### src/rtl/irw_pkg.sv
package irw_pkg;
    localparam logic [7:0]  OFS_SEL      = 8'h00;
    localparam logic [7:0]  OFS_WIN      = 8'h10;
    localparam logic [7:0]  IDX_TBL_BASE = 8'h10;
    localparam logic [7:0]  VERSION_VAL  = 8'h11;
    localparam int          MASK_POS     = 16;
    localparam logic [63:0] ENT_RST      = 64'(1) << MASK_POS;

    typedef enum logic [2:0] {
        SEL_ID,
        SEL_VER,
        SEL_ARB,
        SEL_TBL,
        SEL_NONE
    } win_kind_e;

    typedef struct packed {
        logic [7:0] sel;
        logic [3:0] id;
        logic       svc;
    } regs_t;
endpackage

### src/rtl/irw_decode.sv
module irw_decode
    import irw_pkg::*;
#(
    parameter int NPINS = 24
) (
    input  logic [7:0] bus_addr,
    input  logic [7:0] sel_q,
    output logic       hit_sel,
    output logic       hit_win,
    output win_kind_e  kind,
    output logic [6:0] tbl_idx,
    output logic       tbl_hi
);
    logic [7:0] rel;

    always_comb begin
        hit_sel = (bus_addr == OFS_SEL);
        hit_win = (bus_addr == OFS_WIN);
        rel     = sel_q - IDX_TBL_BASE;
        tbl_idx = rel[7:1];
        tbl_hi  = rel[0];
        if (sel_q == 8'h00)
            kind = SEL_ID;
        else if (sel_q == 8'h01)
            kind = SEL_VER;
        else if (sel_q == 8'h02)
            kind = SEL_ARB;
        else if (sel_q >= IDX_TBL_BASE && 32'(rel[7:1]) < NPINS)
            kind = SEL_TBL;
        else
            kind = SEL_NONE;
    end
endmodule

### src/rtl/irw_table.sv
module irw_table
    import irw_pkg::*;
#(
    parameter int NPINS = 24,
    localparam int IW = $clog2(NPINS)
) (
    input  logic                clk,
    input  logic                rst_n,
    input  logic                wr_lo,
    input  logic                wr_hi,
    input  logic [IW-1:0]       wr_idx,
    input  logic [31:0]         wdata,
    input  logic [IW-1:0]       rd_idx,
    input  logic                rd_hi,
    output logic [31:0]         rd_data,
    output logic [NPINS*64-1:0] ent_flat
);
    for (genvar g = 0; g < NPINS; g++) begin : g_ent
        logic [63:0] ent_d;
        logic [63:0] ent_q;

        always_comb begin
            ent_d = ent_q;
            if (wr_idx == IW'(g)) begin
                if (wr_lo) ent_d[31:0]  = wdata;
                if (wr_hi) ent_d[63:32] = wdata;
            end
        end

        always_ff @(posedge clk) begin
            if (!rst_n) ent_q <= ENT_RST;
            else        ent_q <= ent_d;
        end

        assign ent_flat[g*64 +: 64] = ent_q;
    end

    always_comb begin
        rd_data = '0;
        for (int i = 0; i < NPINS; i++) begin
            if (rd_idx == IW'(i))
                rd_data = rd_hi ? ent_flat[i*64+32 +: 32] : ent_flat[i*64 +: 32];
        end
    end

    // a single access never reaches both halves
    a_r5_one_half: assert property (@(posedge clk) disable iff (!rst_n)
        !(wr_lo && wr_hi));
endmodule

### src/rtl/intr_regwin.sv
module intr_regwin
    import irw_pkg::*;
#(
    parameter int NPINS = 24,
    localparam int IW = $clog2(NPINS)
) (
    input  logic                clk,
    input  logic                rst_n,
    input  logic [7:0]          bus_addr,
    input  logic                bus_wr,
    input  logic                bus_rd,
    input  logic [31:0]         bus_wdata,
    output logic [31:0]         bus_rdata,
    output logic [NPINS*64-1:0] ent_flat,
    output logic [3:0]          cur_id,
    output logic                svc_req
);
    regs_t      r_d, r_q;
    logic       hit_sel, hit_win, tbl_hi, wr_tbl;
    win_kind_e  kind;
    logic [6:0] tbl_idx;
    logic [31:0] tbl_rd;

    irw_decode #(.NPINS(NPINS)) u_dec (
        .bus_addr (bus_addr),
        .sel_q    (r_q.sel),
        .hit_sel  (hit_sel),
        .hit_win  (hit_win),
        .kind     (kind),
        .tbl_idx  (tbl_idx),
        .tbl_hi   (tbl_hi)
    );

    assign wr_tbl = bus_wr && hit_win && (kind == SEL_TBL);

    irw_table #(.NPINS(NPINS)) u_tbl (
        .clk      (clk),
        .rst_n    (rst_n),
        .wr_lo    (wr_tbl && !tbl_hi),
        .wr_hi    (wr_tbl && tbl_hi),
        .wr_idx   (tbl_idx[IW-1:0]),
        .wdata    (bus_wdata),
        .rd_idx   (tbl_idx[IW-1:0]),
        .rd_hi    (tbl_hi),
        .rd_data  (tbl_rd),
        .ent_flat (ent_flat)
    );

    always_comb begin
        r_d     = r_q;
        r_d.svc = wr_tbl;
        if (bus_wr && hit_sel)
            r_d.sel = bus_wdata[7:0];
        if (bus_wr && hit_win && kind == SEL_ID)
            r_d.id = bus_wdata[27:24];
    end

    always_ff @(posedge clk) begin
        if (!rst_n) r_q <= '0;
        else        r_q <= r_d;
    end

    always_comb begin
        bus_rdata = '0;
        if (bus_rd) begin
            if (hit_sel) begin
                bus_rdata = {24'h0, r_q.sel};
            end else if (hit_win) begin
                case (kind)
                    SEL_ID:  bus_rdata = {4'h0, r_q.id, 24'h0};
                    SEL_VER: bus_rdata = {8'h00, 8'(NPINS - 1), 8'h00, VERSION_VAL};
                    SEL_TBL: bus_rdata = tbl_rd;
                    default: bus_rdata = '0;
                endcase
            end
        end
    end

    assign cur_id  = r_q.id;
    assign svc_req = r_q.svc;

    // a service request always follows a bus write
    a_r8_svc_cause: assert property (@(posedge clk) disable iff (!rst_n)
        svc_req |-> $past(bus_wr));
    // select register only moves on a write
    a_r1_sel_hold: assert property (@(posedge clk) disable iff (!rst_n)
        !bus_wr |=> $stable(r_q.sel));
    // ID only moves on a write
    a_r2_id_hold: assert property (@(posedge clk) disable iff (!rst_n)
        !bus_wr |=> $stable(cur_id));
    // table only moves on a write
    a_r5_tbl_hold: assert property (@(posedge clk) disable iff (!rst_n)
        !bus_wr |=> $stable(ent_flat));
    // idle bus reads zero
    a_r10_rdata_idle: assert property (@(posedge clk) disable iff (!rst_n)
        !bus_rd |-> (bus_rdata == 32'h0));
endmodule

### config.mk
export PLATFORM = sky130hd
export DESIGN_NAME = intr_regwin
export DESIGN_NICKNAME = d
export VERILOG_FILES = /design/src/rtl/irw_pkg.sv /design/src/rtl/irw_decode.sv /design/src/rtl/irw_table.sv /design/src/rtl/intr_regwin.sv
export SDC_FILE = /design/constraint.sdc
export NUM_CORES = 2
export LEC_CHECK = 0
export ABC_AREA = 1
export CAP_MARGIN = 20
export CORE_AREA = 2 2 627 629
export CTS_BUF_LIST = sky130_fd_sc_hd__clkbuf_16
export DETAILED_ROUTE_END_ITERATION = 8
export DIE_AREA = 0 0 629 631
export DONT_BUFFER_PORTS = 1
export HOLD_SLACK_MARGIN = 0.15
export PLACE_DENSITY = 0.33
export SYNTH_ARGS = -nofsm -noshare
export SYNTH_HDL_FRONTEND = slang
export SYNTH_SLANG_ARGS = --single-unit
export TNS_END_PERCENT = 10
### constraint.sdc
create_clock -name clk -period 5.1 [get_ports clk]
set_input_delay 0.51 -clock clk [delete_from_list [all_inputs] [get_ports clk]]
set_output_delay 0.51 -clock clk [all_outputs]
set_load 0.02 [all_outputs]
==> summary.md <==
| Metric | Value |
|---|---|
| Seq cells post-synth | `1549` |
| Post-synth top area share | `0.4523` |
| Async set-reset flop share out of synthesis | `0` |
| Worst Setup SP | `r_q[9]` |
| # DRC | `0` |
| Routed WL per cell | `35.64 um` |
| Worst Setup Path Type | `reg2out` |
| DIE WIDTH | `629 um` |
| Final Cell Area | `86740 sq um` |
| Core Area | `390800 sq um` |
| Port bufs | `0` |
| Post-route ant nets | `0` |
| Post-Synth XOR/XNOR Area | `0.0002555` |
| Die area | `396900 sq um` |
| LEAKAGE | `0.02806 uW` |
| Clk Latency, worst-skew pair | `950 ps` |
| Syn Inst Count | `9589` |
| Main synth FF type | `dfxtp_1` |
| Crit path to | `bus_rdata[10]` |
| Mean Syn Cell Area | `7.150 sq um` |
| Clk slew on worst S/H paths | `60 ps` |
| Slew of the pin with the lowest slew margin | `1376 ps` |
| # fillers | `43690` |
| Post-synth top area cell | `dfxtp_1` |
| Cell Rows | `230` |
| Synth Area in Adders | `0.0003650` |
| Area grow syn2layout | `26.52%` |
| Mapped Area | `68560 sq um` |
| Pre-Repair DR Iteration Count | `7` |
| Hold_ws | `265.3 ps` |
| Pin count of the biggest net entering global routing | `274` |
| Floorplan die height | `631 um` |
| Crit-path max FO | `8` |
| Vias | `72930` |
| Endpoint type of the worst setup path | `output pin` |
| PwrDens | `315.5 nW/um^2` |
| Nets | `9666` |
| Failing checks | `negative setup slack` |
| Worst EP required | `4590 ps` |
| CTS H-Tree Depth | `4` |
| Post-synth top cells | `a21oi_1, dfxtp_1, nand2_1` |
| WL final | `535800 um` |
| DP HPWL | `385600 um` |
| Largest family of logic cells by synthesized area | `compound AO/OA/AOI/OAI gates` |
| Post-synthesis mux area share | `0` |
| FF-to-FF path depth | `12` |
| Placed Cells | `14520` |
| Clk_skew | `79.12 ps` |
| Synth Area in Simple Gates | `0.1459` |
| Place WS | `-498.6 ps` |
| Starting Density | `0.1754` |
| Total Neg Setup Slack | `-10620 ps` |
| Hold crit path type | `in2reg` |
| TritonCTS clock tree | `done` |
| Worst r2r dst | `u_tbl.g_ent[4].ent_q[48]` |
| Post-DR vias/cell | `4.852` |
| Reg-to-Reg Start | `r_q[5]` |
| Final min period | `5571 ps` |
| # clock sinks | `1549` |
| Fraction of layout cells with a size suffix above 1 | `0.1280` |
| Outcome | `finished, violations left` |
| Synth Net Count | `9635` |
| Total CTS buffers | `201` |
| Worst Path Arrival | `5060 ps` |
| Post-synth EDFFs | `0` |
| WHS Path Cells | `5` |
| Cell with the most instances after synthesis | `a21oi_1` |
| RSZ-0062 raised after global routing | `true` |
| R2R setup slack | `950 ps` |
| Synth cell types | `40` |
| Initial antenna violation count | `40` |
| Number of I/O pins | `1617` |
| Max Freq | `179.5 MHz` |
| Gr usage total | `0.2566` |
| RePlAce Congestion | `0.9042` |
| Max-cap viol count | `0` |
| Vias in the first global route | `66670` |
| First-pass GRT wire length | `688600 um` |
| Worst vdd ir | `0.2500 mV` |
| # setup viols final | `32` |
| Initial DRC count | `8795` |
| Area contributors post-synth | `dfxtp_1, a21oi_1, o21ai_0` |
| Grt total ovfl | `0` |
| Max transition margin | `0.08248` |
| Synthesis Warnings | `0` |
| Cell Area, Placed | `77300 sq um` |
| Setup ws final | `-470.6 ps` |
| Hold Fails Final Rpt | `0` |
| Longest Clk Path Bufs | `4` |
| Crit path launch type | `register` |
| Non-filler instance count after layout | `15030` |
| Pins Over Slew Limit | `0` |
| Register area share after synthesis | `0.4523` |
| Compound-gate portion of the synthesized area | `0.2808` |
| CTS Root Cell | `clkbuf_16` |
| Final cycle utilization of the critical path | `1.092` |
-- cells in the final DEF (no fill, tap or decap), drive strengths merged, types with 65 or more instances in the layout --
| master | synthesis | routed |
|---|---|---|
| a21oi | 1642 | 1642 |
| buf | 279 | 702 |
| clkbuf | 663 | 204 |
| clkinv | 1 | 88 |
| dfxtp | 1549 | 1549 |
| dlygate4sd3 | 0 | 65 |
| inv | 1154 | 1212 |
| nand2 | 1557 | 1557 |
| nand3 | 534 | 534 |
| nand4 | 114 | 114 |
| nor2 | 142 | 142 |
| o211ai | 480 | 480 |
| o21ai | 1374 | 1374 |
-- state kept, by name (all words and copies together) (netlist names) --
register,cells
cur_id,4
svc_req,1
u_tbl.g_ent.ent_q,1536
r_q,8
-- final cells by class --
type                       count  area, sq um  area share
tap                         5220         6531     0.07529
multi-input combinational   5943        30660      0.3534
clock buffer                 201         5030     0.05798
inverter                    1155         4360     0.05027
sequential                  1549        31020      0.3576
timing repair buffer         770         7916     0.09126
antenna                       35        87.58    0.001010
clock inverter               160         1147     0.01323
-- critical path, stage by stage, from the launching register on --
cell	delay [ps]
dfxtp_2	330
inv_2	50
ha_4	300
nand3_4	100
nor2_8	210
buf_8	170
buf_8	110
o211ai_1	110
nand2_2	160
nand3_4	110
buf_4	170
a211oi_2	180
buf_6	180
nand4_1	300
nand2_1	250
nand4_1	220
nand2_2	220
nand4_1	120
buf_6	170
nand2_4	80
nand4_1	130
buf_6	200
o21a_4	230
-- stage by stage --
stage,util,total power (uW)
detailed placement,0.1978,12840
floorplan,-,12810
global route,0.2218,28050
CTS,0.2209,27580
finish,0.2220,27370
global placement,0.1974,12690
-- report_power, final --
group          internal, uW  switching (uW)  leakage [uW]
combinational           213             957        0.0124
sequential            12100           0.480        0.0125
clock                  7720            6380       0.00321
-- worst min path at each step --
stage	startpoint	endpoint	slack, ps
after floorplan	r_q[11]	r_q[11]	480
after global routing	bus_addr[5]	cur_id[0]	230
final	bus_addr[5]	cur_id[2]	270
after detailed placement	u_tbl.g_ent[5].ent_q[6]	u_tbl.g_ent[5].ent_q[6]	470
after CTS	bus_addr[5]	cur_id[2]	160
after global placement	u_tbl.g_ent[5].ent_q[6]	u_tbl.g_ent[5].ent_q[6]	460
-- per-layer routing --
layer  part of all wire  GRT usage  vias to the layer above
met2               0.47     0.4323                     4134
met4              0.059     0.1287                        0
li1                   -          -                    32240
met1               0.37     0.2908                    35720
met3               0.10    0.08249                      849
met5                  0          0                        -
-- kinds of logic after synthesis --
kind of cell / count (synthesis)
AOI/OAI and AO/OA: 3571
and+or+nand+nor: 2368
buffers and inverters: 2097
DFF: 1549
xor gates and xnor gates: 2
adders and majority gates: 2
-- what timing repair did --
item / 4_1_cts / 5_1_grt
gates cloned: 2 / 2
pin swaps: 69 / 58
endpoints found under the setup margin: 32 / 32
hold buffers: 97 / 0
buffers inserted: 19 / 8
hold endpoints to repair: 1525 / 0
resized for setup: 301 / 66
Note: power is estimated with default switching activity, not from simulation.
